$ cat config.mk
export PLATFORM = sky130hd
export DESIGN_NAME = banked_prio_regs
export DESIGN_NICKNAME = d
export VERILOG_FILES = /design/src/rtl/banked_prio_pkg.sv /design/src/rtl/cpu_if_regs.sv /design/src/rtl/src_prio_bank.sv /design/src/rtl/banked_prio_regs.sv
export SDC_FILE = /design/constraint.sdc
export NUM_CORES = 1
export LEC_CHECK = 0
export ABC_AREA = 1
export BUFFER_PORTS_ARGS = -buffer_cell sky130_fd_sc_hd__buf_2
export CAP_MARGIN = 20
export CORE_ASPECT_RATIO = 0.6
export CORE_UTILIZATION = 58
export CTS_CLUSTER_SIZE = 30
export DETAILED_ROUTE_END_ITERATION = 12
export HOLD_SLACK_MARGIN = 0.12
export MAX_ROUTING_LAYER = met4
export PLACE_DENSITY_LB_ADDON = 0.15
export SETUP_SLACK_MARGIN = 0.2
export SYNTH_ARGS = -nofsm -noshare
export SYNTH_HDL_FRONTEND = slang
export SYNTH_SLANG_ARGS = --single-unit
export TNS_END_PERCENT = 50
$ cat constraint.sdc
create_clock -name clk -period 2.6 [get_ports clk]
set_clock_uncertainty 0.1 [all_clocks]
set_input_delay 0 -clock clk [delete_from_list [all_inputs] [get_ports clk]]
set_output_delay 0 -clock clk [all_outputs]
set_load 0.01 [all_outputs]
$ cat src/rtl/banked_prio_pkg.sv
package banked_prio_pkg;
  localparam int ADDR_W = 7;
  localparam int REG_W  = 11;

  localparam logic [ADDR_W-1:0] ADR_CTRL  = 7'h00;
  localparam logic [ADDR_W-1:0] ADR_PMASK = 7'h01;
  localparam logic [ADDR_W-1:0] ADR_BPT   = 7'h02;
  localparam logic [ADDR_W-1:0] ADR_ABPT  = 7'h03;
  localparam logic [ADDR_W-1:0] ADR_RUN   = 7'h04;
  localparam logic [ADDR_W-1:0] ADR_DCTRL = 7'h05;

  typedef enum logic [2:0] {
    SEL_NONE, SEL_CTRL, SEL_PMASK, SEL_BPT, SEL_ABPT, SEL_RUN, SEL_DCTRL
  } reg_sel_e;

  // Non-secure write value folded into the upper half of the range
  function automatic logic [7:0] fold_upper(input logic [7:0] v);
    return {1'b1, v[7:1]};
  endfunction

  // Non-secure read of a value that is visible only in the upper half
  function automatic logic [7:0] unfold_upper(input logic [7:0] v);
    return v[7] ? {v[6:0], 1'b0} : 8'h00;
  endfunction

  function automatic logic [REG_W-1:0] ctrl_secure_mask(input int rev, input bit sec);
    if (rev == 2) return sec ? 11'h61F : 11'h21F;
    return sec ? 11'h01F : 11'h001;
  endfunction
endpackage

$ cat src/rtl/cpu_if_regs.sv
module cpu_if_regs
  import banked_prio_pkg::*;
#(
  parameter int REVISION = 2,
  parameter bit HAS_SEC  = 1'b1
) (
  input  logic             clk,
  input  logic             rst_n,
  input  logic             wr_en,
  input  logic             ns,
  input  reg_sel_e         sel,
  input  logic [REG_W-1:0] wdata,
  input  logic [8:0]       run_prio,
  output logic [10:0]      ctrl_q,
  output logic [7:0]       pmask_q,
  output logic [2:0]       bpt_q,
  output logic [2:0]       abpt_q,
  output logic [1:0]       dctrl_q,
  output logic [REG_W-1:0] rd_data
);
  localparam bit              GROUPS  = (REVISION == 2) || HAS_SEC;
  localparam logic [10:0]     SEC_MSK = ctrl_secure_mask(REVISION, HAS_SEC);
  localparam logic [10:0]     NS_MSK  = (REVISION == 2) ? 11'h402 : 11'h002;

  logic [2:0] bpt_floor1;
  assign bpt_floor1 = (wdata[2:0] == 3'd0) ? 3'd1 : wdata[2:0];

  always_ff @(posedge clk or negedge rst_n) begin
    if (!rst_n) begin
      ctrl_q  <= '0;
      pmask_q <= '0;
      bpt_q   <= '0;
      abpt_q  <= '0;
      dctrl_q <= '0;
    end else if (wr_en) begin
      unique case (sel)
        SEL_CTRL:
          if (ns) ctrl_q <= (ctrl_q & ~NS_MSK) | ({wdata[9:0], 1'b0} & NS_MSK);
          else    ctrl_q <= wdata & SEC_MSK;
        SEL_PMASK:
          if (!ns)             pmask_q <= wdata[7:0];
          else if (pmask_q[7]) pmask_q <= fold_upper(wdata[7:0]);
        SEL_BPT:
          if (ns) abpt_q <= bpt_floor1;
          else    bpt_q  <= wdata[2:0];
        SEL_ABPT:
          if (GROUPS && !ns) abpt_q <= bpt_floor1;
        SEL_DCTRL:
          if (ns)          dctrl_q[1] <= wdata[0];
          else if (GROUPS) dctrl_q    <= wdata[1:0];
          else             dctrl_q    <= {1'b0, wdata[0]};
        default: ;
      endcase
    end
  end

  always_comb begin
    rd_data = '0;
    unique case (sel)
      SEL_CTRL:  rd_data = ns ? REG_W'((ctrl_q & 11'h402) >> 1) : ctrl_q;
      SEL_PMASK: rd_data = ns ? REG_W'(unfold_upper(pmask_q)) : REG_W'(pmask_q);
      SEL_BPT:   rd_data = ns ? REG_W'(abpt_q) : REG_W'(bpt_q);
      SEL_ABPT:  rd_data = (GROUPS && !ns) ? REG_W'(abpt_q) : '0;
      SEL_RUN:   rd_data = ns ? REG_W'(unfold_upper(run_prio[7:0])) : REG_W'(run_prio);
      SEL_DCTRL: rd_data = ns ? REG_W'(dctrl_q[1]) : REG_W'(dctrl_q);
      default:   rd_data = '0;
    endcase
  end
endmodule

$ cat src/rtl/src_prio_bank.sv
module src_prio_bank
  import banked_prio_pkg::*;
#(
  parameter int NUM_SRC = 16,
  localparam int IDX_W  = (NUM_SRC > 1) ? $clog2(NUM_SRC) : 1
) (
  input  logic               clk,
  input  logic               rst_n,
  input  logic               wr_en,
  input  logic               ns,
  input  logic               hit,
  input  logic [IDX_W-1:0]   idx,
  input  logic [7:0]         wdata,
  input  logic [NUM_SRC-1:0] group,
  output logic [NUM_SRC*8-1:0] prio_flat,
  output logic [7:0]         rd_data
);
  logic [7:0] prio_q [NUM_SRC];

  for (genvar i = 0; i < NUM_SRC; i++) begin : g_src
    always_ff @(posedge clk or negedge rst_n) begin
      if (!rst_n) prio_q[i] <= '0;
      else if (wr_en && hit && idx == IDX_W'(i)) begin
        if (!ns)          prio_q[i] <= wdata;
        else if (group[i]) prio_q[i] <= fold_upper(wdata);
      end
    end
    assign prio_flat[i*8 +: 8] = prio_q[i];
  end

  logic [7:0] sel_prio;
  logic       sel_grp;
  assign sel_prio = prio_q[idx];
  assign sel_grp  = group[idx];

  always_comb begin
    if (!hit)         rd_data = '0;
    else if (!ns)     rd_data = sel_prio;
    else if (sel_grp) rd_data = {sel_prio[6:0], 1'b0};
    else              rd_data = '0;
  end
endmodule

$ cat src/rtl/banked_prio_regs.sv
module banked_prio_regs
  import banked_prio_pkg::*;
#(
  parameter int NUM_SRC  = 16,
  parameter int REVISION = 2,
  parameter bit HAS_SEC  = 1'b1
) (
  input  logic                 clk,
  input  logic                 rst_n,
  input  logic                 req_valid,
  output logic                 req_ready,
  input  logic                 req_write,
  input  logic                 req_secure,
  input  logic [6:0]           req_addr,
  input  logic [10:0]          req_wdata,
  output logic                 rsp_valid,
  input  logic                 rsp_ready,
  output logic [10:0]          rsp_data,
  input  logic [NUM_SRC-1:0]   src_group,
  input  logic [8:0]           run_prio,
  output logic [10:0]          ctrl_o,
  output logic [1:0]           dist_ctrl_o,
  output logic [7:0]           prio_mask_o,
  output logic [2:0]           bin_point_o,
  output logic [2:0]           alias_bin_point_o,
  output logic [NUM_SRC*8-1:0] src_prio_o
);
  localparam int IDX_W = (NUM_SRC > 1) ? $clog2(NUM_SRC) : 1;

  logic     fire, wr_en, ns, src_hit;
  reg_sel_e sel;
  logic [REG_W-1:0] if_rd, rd_mux;
  logic [7:0]       src_rd;

  assign req_ready = !rsp_valid || rsp_ready;
  assign fire      = req_valid && req_ready;
  assign wr_en     = fire && req_write;
  assign ns        = HAS_SEC && !req_secure;
  assign src_hit   = req_addr[6] && (int'(req_addr[5:0]) < NUM_SRC);

  always_comb begin
    unique case (req_addr)
      ADR_CTRL:  sel = SEL_CTRL;
      ADR_PMASK: sel = SEL_PMASK;
      ADR_BPT:   sel = SEL_BPT;
      ADR_ABPT:  sel = SEL_ABPT;
      ADR_RUN:   sel = SEL_RUN;
      ADR_DCTRL: sel = SEL_DCTRL;
      default:   sel = SEL_NONE;
    endcase
  end

  cpu_if_regs #(.REVISION(REVISION), .HAS_SEC(HAS_SEC)) u_if (
    .clk(clk), .rst_n(rst_n), .wr_en(wr_en), .ns(ns), .sel(sel),
    .wdata(req_wdata), .run_prio(run_prio),
    .ctrl_q(ctrl_o), .pmask_q(prio_mask_o), .bpt_q(bin_point_o),
    .abpt_q(alias_bin_point_o), .dctrl_q(dist_ctrl_o), .rd_data(if_rd)
  );

  src_prio_bank #(.NUM_SRC(NUM_SRC)) u_src (
    .clk(clk), .rst_n(rst_n), .wr_en(wr_en), .ns(ns), .hit(src_hit),
    .idx(req_addr[IDX_W-1:0]), .wdata(req_wdata[7:0]), .group(src_group),
    .prio_flat(src_prio_o), .rd_data(src_rd)
  );

  assign rd_mux = src_hit ? REG_W'(src_rd) : if_rd;

  always_ff @(posedge clk or negedge rst_n) begin
    if (!rst_n) begin
      rsp_valid <= 1'b0;
      rsp_data  <= '0;
    end else if (fire && !req_write) begin
      rsp_valid <= 1'b1;
      rsp_data  <= rd_mux;
    end else if (rsp_ready) begin
      rsp_valid <= 1'b0;
    end
  end
endmodule

==> reports/results.ini, run 1 <==
[route]
wl_per_cell_um = 18.07
drc = 0
routed_wl_mm = 29.56
via_count = 9257
ant_nets = 0
first_pass_iters = 7
vias_per_cell = 5.658
dr.first_iter.drc_count = 1324

[floorplanning]
start_util_pct = 60.40
die_w_um = 161.8
die_h_um = 97.90
core.rowCount = 34
core_region_area_mm2 = 0.01472
num_io_pins = 217
dieArea_mm2 = 0.01584

[timing]
tightest_slew_ps = 868.0
slew_headroom_pct = 42.07
rsz0062_at_grt = yes
tns_ps = 0
min_period_ps = 2317
maxSlewViolCount = 0
fin_hold_ws_ps = 137.3
fmax_ghz = 0.4316
post-route-period-util_pct = 89.11
setup_violations = 0
report.final.hold_viol_count = 0

[place]
globalplace.congestion = 0.9703
portBuffers = 211
dp_hpwl_mm = 20.69

[logic_synthesis]
ys.flop_type = dfrtp_1
synth_warnings = 0
synth_edf_count = 0
synth_area_mm2 = 0.008890
yosysTopAreaCellShare_pct = 45.88
postSynthAreaPerCell_um2 = 7.408
synth_commonest_cells = 562 x nand2_1, 163 x dfrtp_1, 88 x o21ai_0, 79 x inv_1, 47 x nor2_1
ys_seq_area_share_pct = 45.88
ys_types = 36
syn_inst = 1200
yosysMostFrequentCell = nand2_1
async_flop_share_pct = 100.0
synth-seq-cells = 163
ys_top_cells_by_area = dfrtp_1 46%, nand2_1 24%, o21ai_0 5.0%
synth_top_area_cell = dfrtp_1

[critical_path]
worst_r2r_endpoint = u_if.pmask_q[7]
endpoint = u_if.ctrl_q[0]
worstPathArrival_ps = 2520
worstSetupStartpointType = input port
crit_path_start = req_addr[2]
worstSetupPathType = input port to flop
setup.worst_path.end_class = flop
worstReg2RegStart = rsp_valid
cp_max_fo = 10
r2r_setup_slack_ps = 380
crit_required_ps = 2800
ff2ff_path_depth = 6

[global_routing]
grt.overflow.total = 0
grt_pass1_vias = 8193
grt_pass1_wl_mm = 45.48
track_usage_pct = 39.19
antenna_found_initial = 1
grt_max_degree = 63

[clock_tree]
cts_sinks = 163
cts_max_level = 4
worstSkewPairLatency_ps = 430
path_clk_slew_ps = 70
clockBufferDepth = 2
root_buffer = clkbuf_16
cts_tree = done
numCtsBuffers = 17

[worst_hold_path]
hold_path.class = input port to flop
whs_path_depth = 6

[run_status]
status = completed

[cells_and_area]
nNetsFinal = 1473
area_growth_pct = 23.76
drive_above_1_share_pct = 21.71
fillers = 1183

[pwr]
worst_ir_drop_vdd_mv = 0.5107
leakage_uw = 0.006229
power_density_mw_per_mm2 = 547.1

[flow_run]
drv_cap = 0

-- sequential cells by signal, summed over array words and instances (netlist names) --
signal	cells
u_if.dctrl_q	2
u_src.prio_flat	128
u_if.pmask_q	8
rsp_valid	1
u_if.abpt_q	3
rsp_data	11
u_if.bpt_q	3
u_if.ctrl_q	7
-- power by group --
part | switching (uW) | leakage (uW) | internal, uW
combinational | 528 | 0.00369 | 262
clock | 1180 | 0.000292 | 1340
sequential | 88.8 | 0.00225 | 2620
total | 1800 | 0.00623 | 4220
-- critical path: stages --
cell           delay, ps
dlygate4sd3_1        550
buf_2                170
nor2_4               150
dlygate4sd3_1        580
nand2_1               70
nor2_2               360
inv_2                100
nor2_4               150
nand2_2              190
nand2_1              120
o21ai_1               70
-- cells in the final DEF, fill, tap and decap left out, types with 6 or more instances in the layout --
cell and n:
a21oi_1 41, buf_2 210, buf_4 16, clkbuf_16 17, dfrtp_1 163, dlygate4sd3_1 38, inv_1 78, inv_2 8
nand2_1 562, nand3_1 35, nand4_1 6, nor2_1 47, nor2_4 6, o2111ai_4 11, o21ai_0 88, o21ai_1 46
-- metrics by stage --
stage	power, uW	instance area, um2	setup WS [ps]	utilization [%]	instances
global route	6216	11000	183.9	74.74	1636
floorplan	3133	8901	821.6	-	1203
finish	6019	11000	283.2	74.74	1636
CTS	6002	10970	328.6	74.52	1632
detailed placement	3476	10000	439.8	67.94	1562
global placement	3460	10000	536.8	67.94	1562
-- layer usage --
layer	track usage [%]	vias to the layer above	wire length, um
met5	-	-	0
met4	10.52	0	673
met3	8.071	64	3764
met2	51.83	611	11840
met1	60.12	4327	13280
li1	-	4255	-
-- final cells by class --
type / instances / area, um2 / area share (%)
Multi-Input combinational cell: 884 / 4086 / 37.14
Sequential cell: 163 / 4079 / 37.07
Timing Repair Buffer: 270 / 1663 / 15.11
Clock buffer: 19 / 452.9 / 4.117
Inverter: 88 / 336.6 / 3.059
Tap cell: 198 / 247.7 / 2.252
Clock inverter: 13 / 133.9 / 1.217
Antenna cell: 1 / 2.502 / 0.02275
-- how the worst min path moves through the flow --
stage	slack, ps	end	startpoint
6_report	140	u_if.dctrl_q[0]	req_addr[3]
5_1_grt	180	u_src.prio_flat[33]	req_addr[3]
4_1_cts	130	u_if.dctrl_q[0]	req_addr[3]
3_5_place_dp	-80	u_src.prio_flat[0]	rst_n
3_3_place_gp	-80	u_src.prio_flat[8]	rst_n
2_1_floorplan	-400	rsp_data[0]	rst_n
-- what timing repair did --
item / in CTS / in global routing
endpoints found under the hold margin: 266 / 0
setup endpoints to repair: 0 / 3
hold buffers: 38 / 0
setup buffers: 0 / 3
gates resized for setup: 0 / 2
-- logic make-up after synthesis --
group / count (synthesis) / synth area share [%]
flip-flops: 163 / 45.88
buffers and inverters: 156 / 8.332
other: 1 / 0.04218
AO/OA/AOI/OAI: 206 / 15.21
AND/OR/NAND/NOR: 674 / 30.53
No activity file was read; power rests on OpenSTA's default activity.
==> inputs of run 2 (changes only) <==
Settings changed: BUFFER_PORTS_ARGS -buffer_cell sky130_fd_sc_hd__buf_2 to -buffer_cell sky130_fd_sc_hd__clkbuf_2, PLACE_DENSITY_LB_ADDON 0.15 to 0.08.
==> run 2 against run 1 <==
  * Core utilization shrank 0.25 points
  * Die area unchanged
  * Hold slack better by 4.3 ps
  * Via count is 0.58% lower
==> reports/results.ini, run 2 (synthesis gave the netlist of run 1 again) <==
[critical_path]
crit_required_ps = 2810
worstSetupPathType = input port to flop
cpMostUsedCell = dlygate4sd3_1
slowest_stage = nor4_1
crit_path_start = req_addr[3]
path_cells = dlygate4sd3_1 -> clkbuf_2 -> nor2_4 -> buf_4 -> nand2_2 -> nor4_1 -> a21oi_1 -> dlygate4sd3_1
cpPeakStageDelay_ps = 610
path_buf_inv = 4
cp_max_fo = 15
worstPathArrival_ps = 2560
crit_family = buffers and inverters
worstReg2RegStart = rsp_valid
ff2ff_path_depth = 6
worstSetupStartpointType = input port
setup.worst_path.end_class = flop
cp_num_cells = 8

[route]
vias_per_cell = 5.622
drc = 0
ant_nets = 0
wl_per_cell_um = 18.21
first_pass_iters = 6
via_count = 9203
dr.first_iter.drc_count = 1231
routed_wl_mm = 29.82

[clock_tree]
cts_setup_buffers = 0
numCtsBuffers = 17
cts_sinks = 163
worstSkewPairLatency_ps = 420
path_clk_slew_ps = 70
cts_tree = done
root_buffer = clkbuf_16
cts_max_level = 4
clockBufferDepth = 2

[cells_and_area]
largest_register_ffs = 128
multi_input_area_mm2 = 0.004081
drive_above_1_share_pct = 21.54
mostFrequentLayoutCells = 562 x nand2_1, 210 x clkbuf_2, 163 x dfrtp_1, 88 x o21ai_0, 79 x inv_1
nNetsFinal = 1475
fin_util_pct = 74.50
fillers = 1211
final_common_cell = nand2_1
area_growth_pct = 23.35
seqCellArea_mm2 = 0.004079
final_cells = 1637
antenna_cells = 0

[floorplanning]
core.rowCount = 34
dieArea_mm2 = 0.01584
num_io_pins = 217
die_w_um = 161.8
die_h_um = 97.90
start_util_pct = 60.40
core_region_area_mm2 = 0.01472

[timing]
setup_ws_ps = 243.5
report.final.hold_viol_count = 0
tightest_slew_ps = 876.7
tns_ps = 0
post-route-period-util_pct = 90.64
min_period_ps = 2357
fmax_ghz = 0.4243
fin_hold_ws_ps = 141.7
slew_headroom_pct = 41.49
rsz0062_at_grt = yes
maxSlewViolCount = 0
setup_violations = 0

[pwr]
leakage_uw = 0.006092
worst_ir_drop_vdd_mv = 0.3972
power_density_mw_per_mm2 = 552.0

[global_routing]
antenna_found_initial = 0
grt_max_degree = 62
track_usage_pct = 39.97
grt_pass1_vias = 8403
grt.overflow.total = 0
grt_pass1_wl_mm = 46.26

[worst_hold_path]
hold_path.class = input port to flop
hold_path.startpoint = src_group[6]
whs_path_depth = 5

[place]
placedCellCount = 1567
dp_hpwl_mm = 20.55
place_ws_ps = 426.2
portBuffers = 211
globalplace.congestion = 1.000

[flow_run]
drv_cap = 0

[run_status]
status = completed

[run 2: metal layers]
layer	track usage [%]	wire, um	vias up
met4	10.81	499	0
met5	-	0	-
li1	-	-	4268
met2	53.52	12350	621
met1	58.28	12810	4266
met3	11.85	4149	48
[run 2: cell type report]
type	count	share of cell area (%)
Timing Repair Buffer	272	14.98
Tap cell	198	2.259
Sequential cell	163	37.20
Clock buffer	19	3.948
Clock inverter	13	1.358
Multi-Input combinational cell	884	37.22
Inverter	88	3.035
[run 2: through the flow]
| step | total power [uW] | cell area (um2) |
|---|---|---|
| CTS | 6026 | 10960 |
| detailed placement | 3476 | 10000 |
| finish | 6053 | 10970 |
| global route | 6239 | 10970 |
| global placement | 3461 | 10000 |
| floorplan | 3133 | 8901 |
[run 2: path summary, 6_finish.rpt]
check                                 endpoint  slack (ps)
max reg2reg                u_src.prio_flat[46]         330
min                        u_src.prio_flat[55]         140
max in group asynchronous  u_src.prio_flat[42]        1100
min reg2reg                        rsp_data[9]         380
max                            u_if.pmask_q[7]         240
min in group asynchronous   u_src.prio_flat[8]         560
[run 2: worst reg2reg max path, delay by kind of cell (launching register included)]
kind	cells	cell delay, ps
flops	1	380
compound gates	2	670
simple gates	4	970
[run 2: what timing repair did]
item | 4_1_cts | 5_1_grt
hold buffers | 38 | 0
resized for setup | 0 | 1
hold endpoints to repair | 262 | 0
endpoints found under the setup margin | 0 | 8
[run 2: report_power, final]
| group | switching [uW] | internal [uW] | total [uW] | leakage, uW |
|---|---|---|---|---|
| clock | 1120 | 1440 | 2550 | 0.000281 |
| combinational | 526 | 254 | 780 | 0.00356 |
| sequential | 92.3 | 2630 | 2720 | 0.00225 |
| total | 1740 | 4320 | 6050 | 0.00609 |
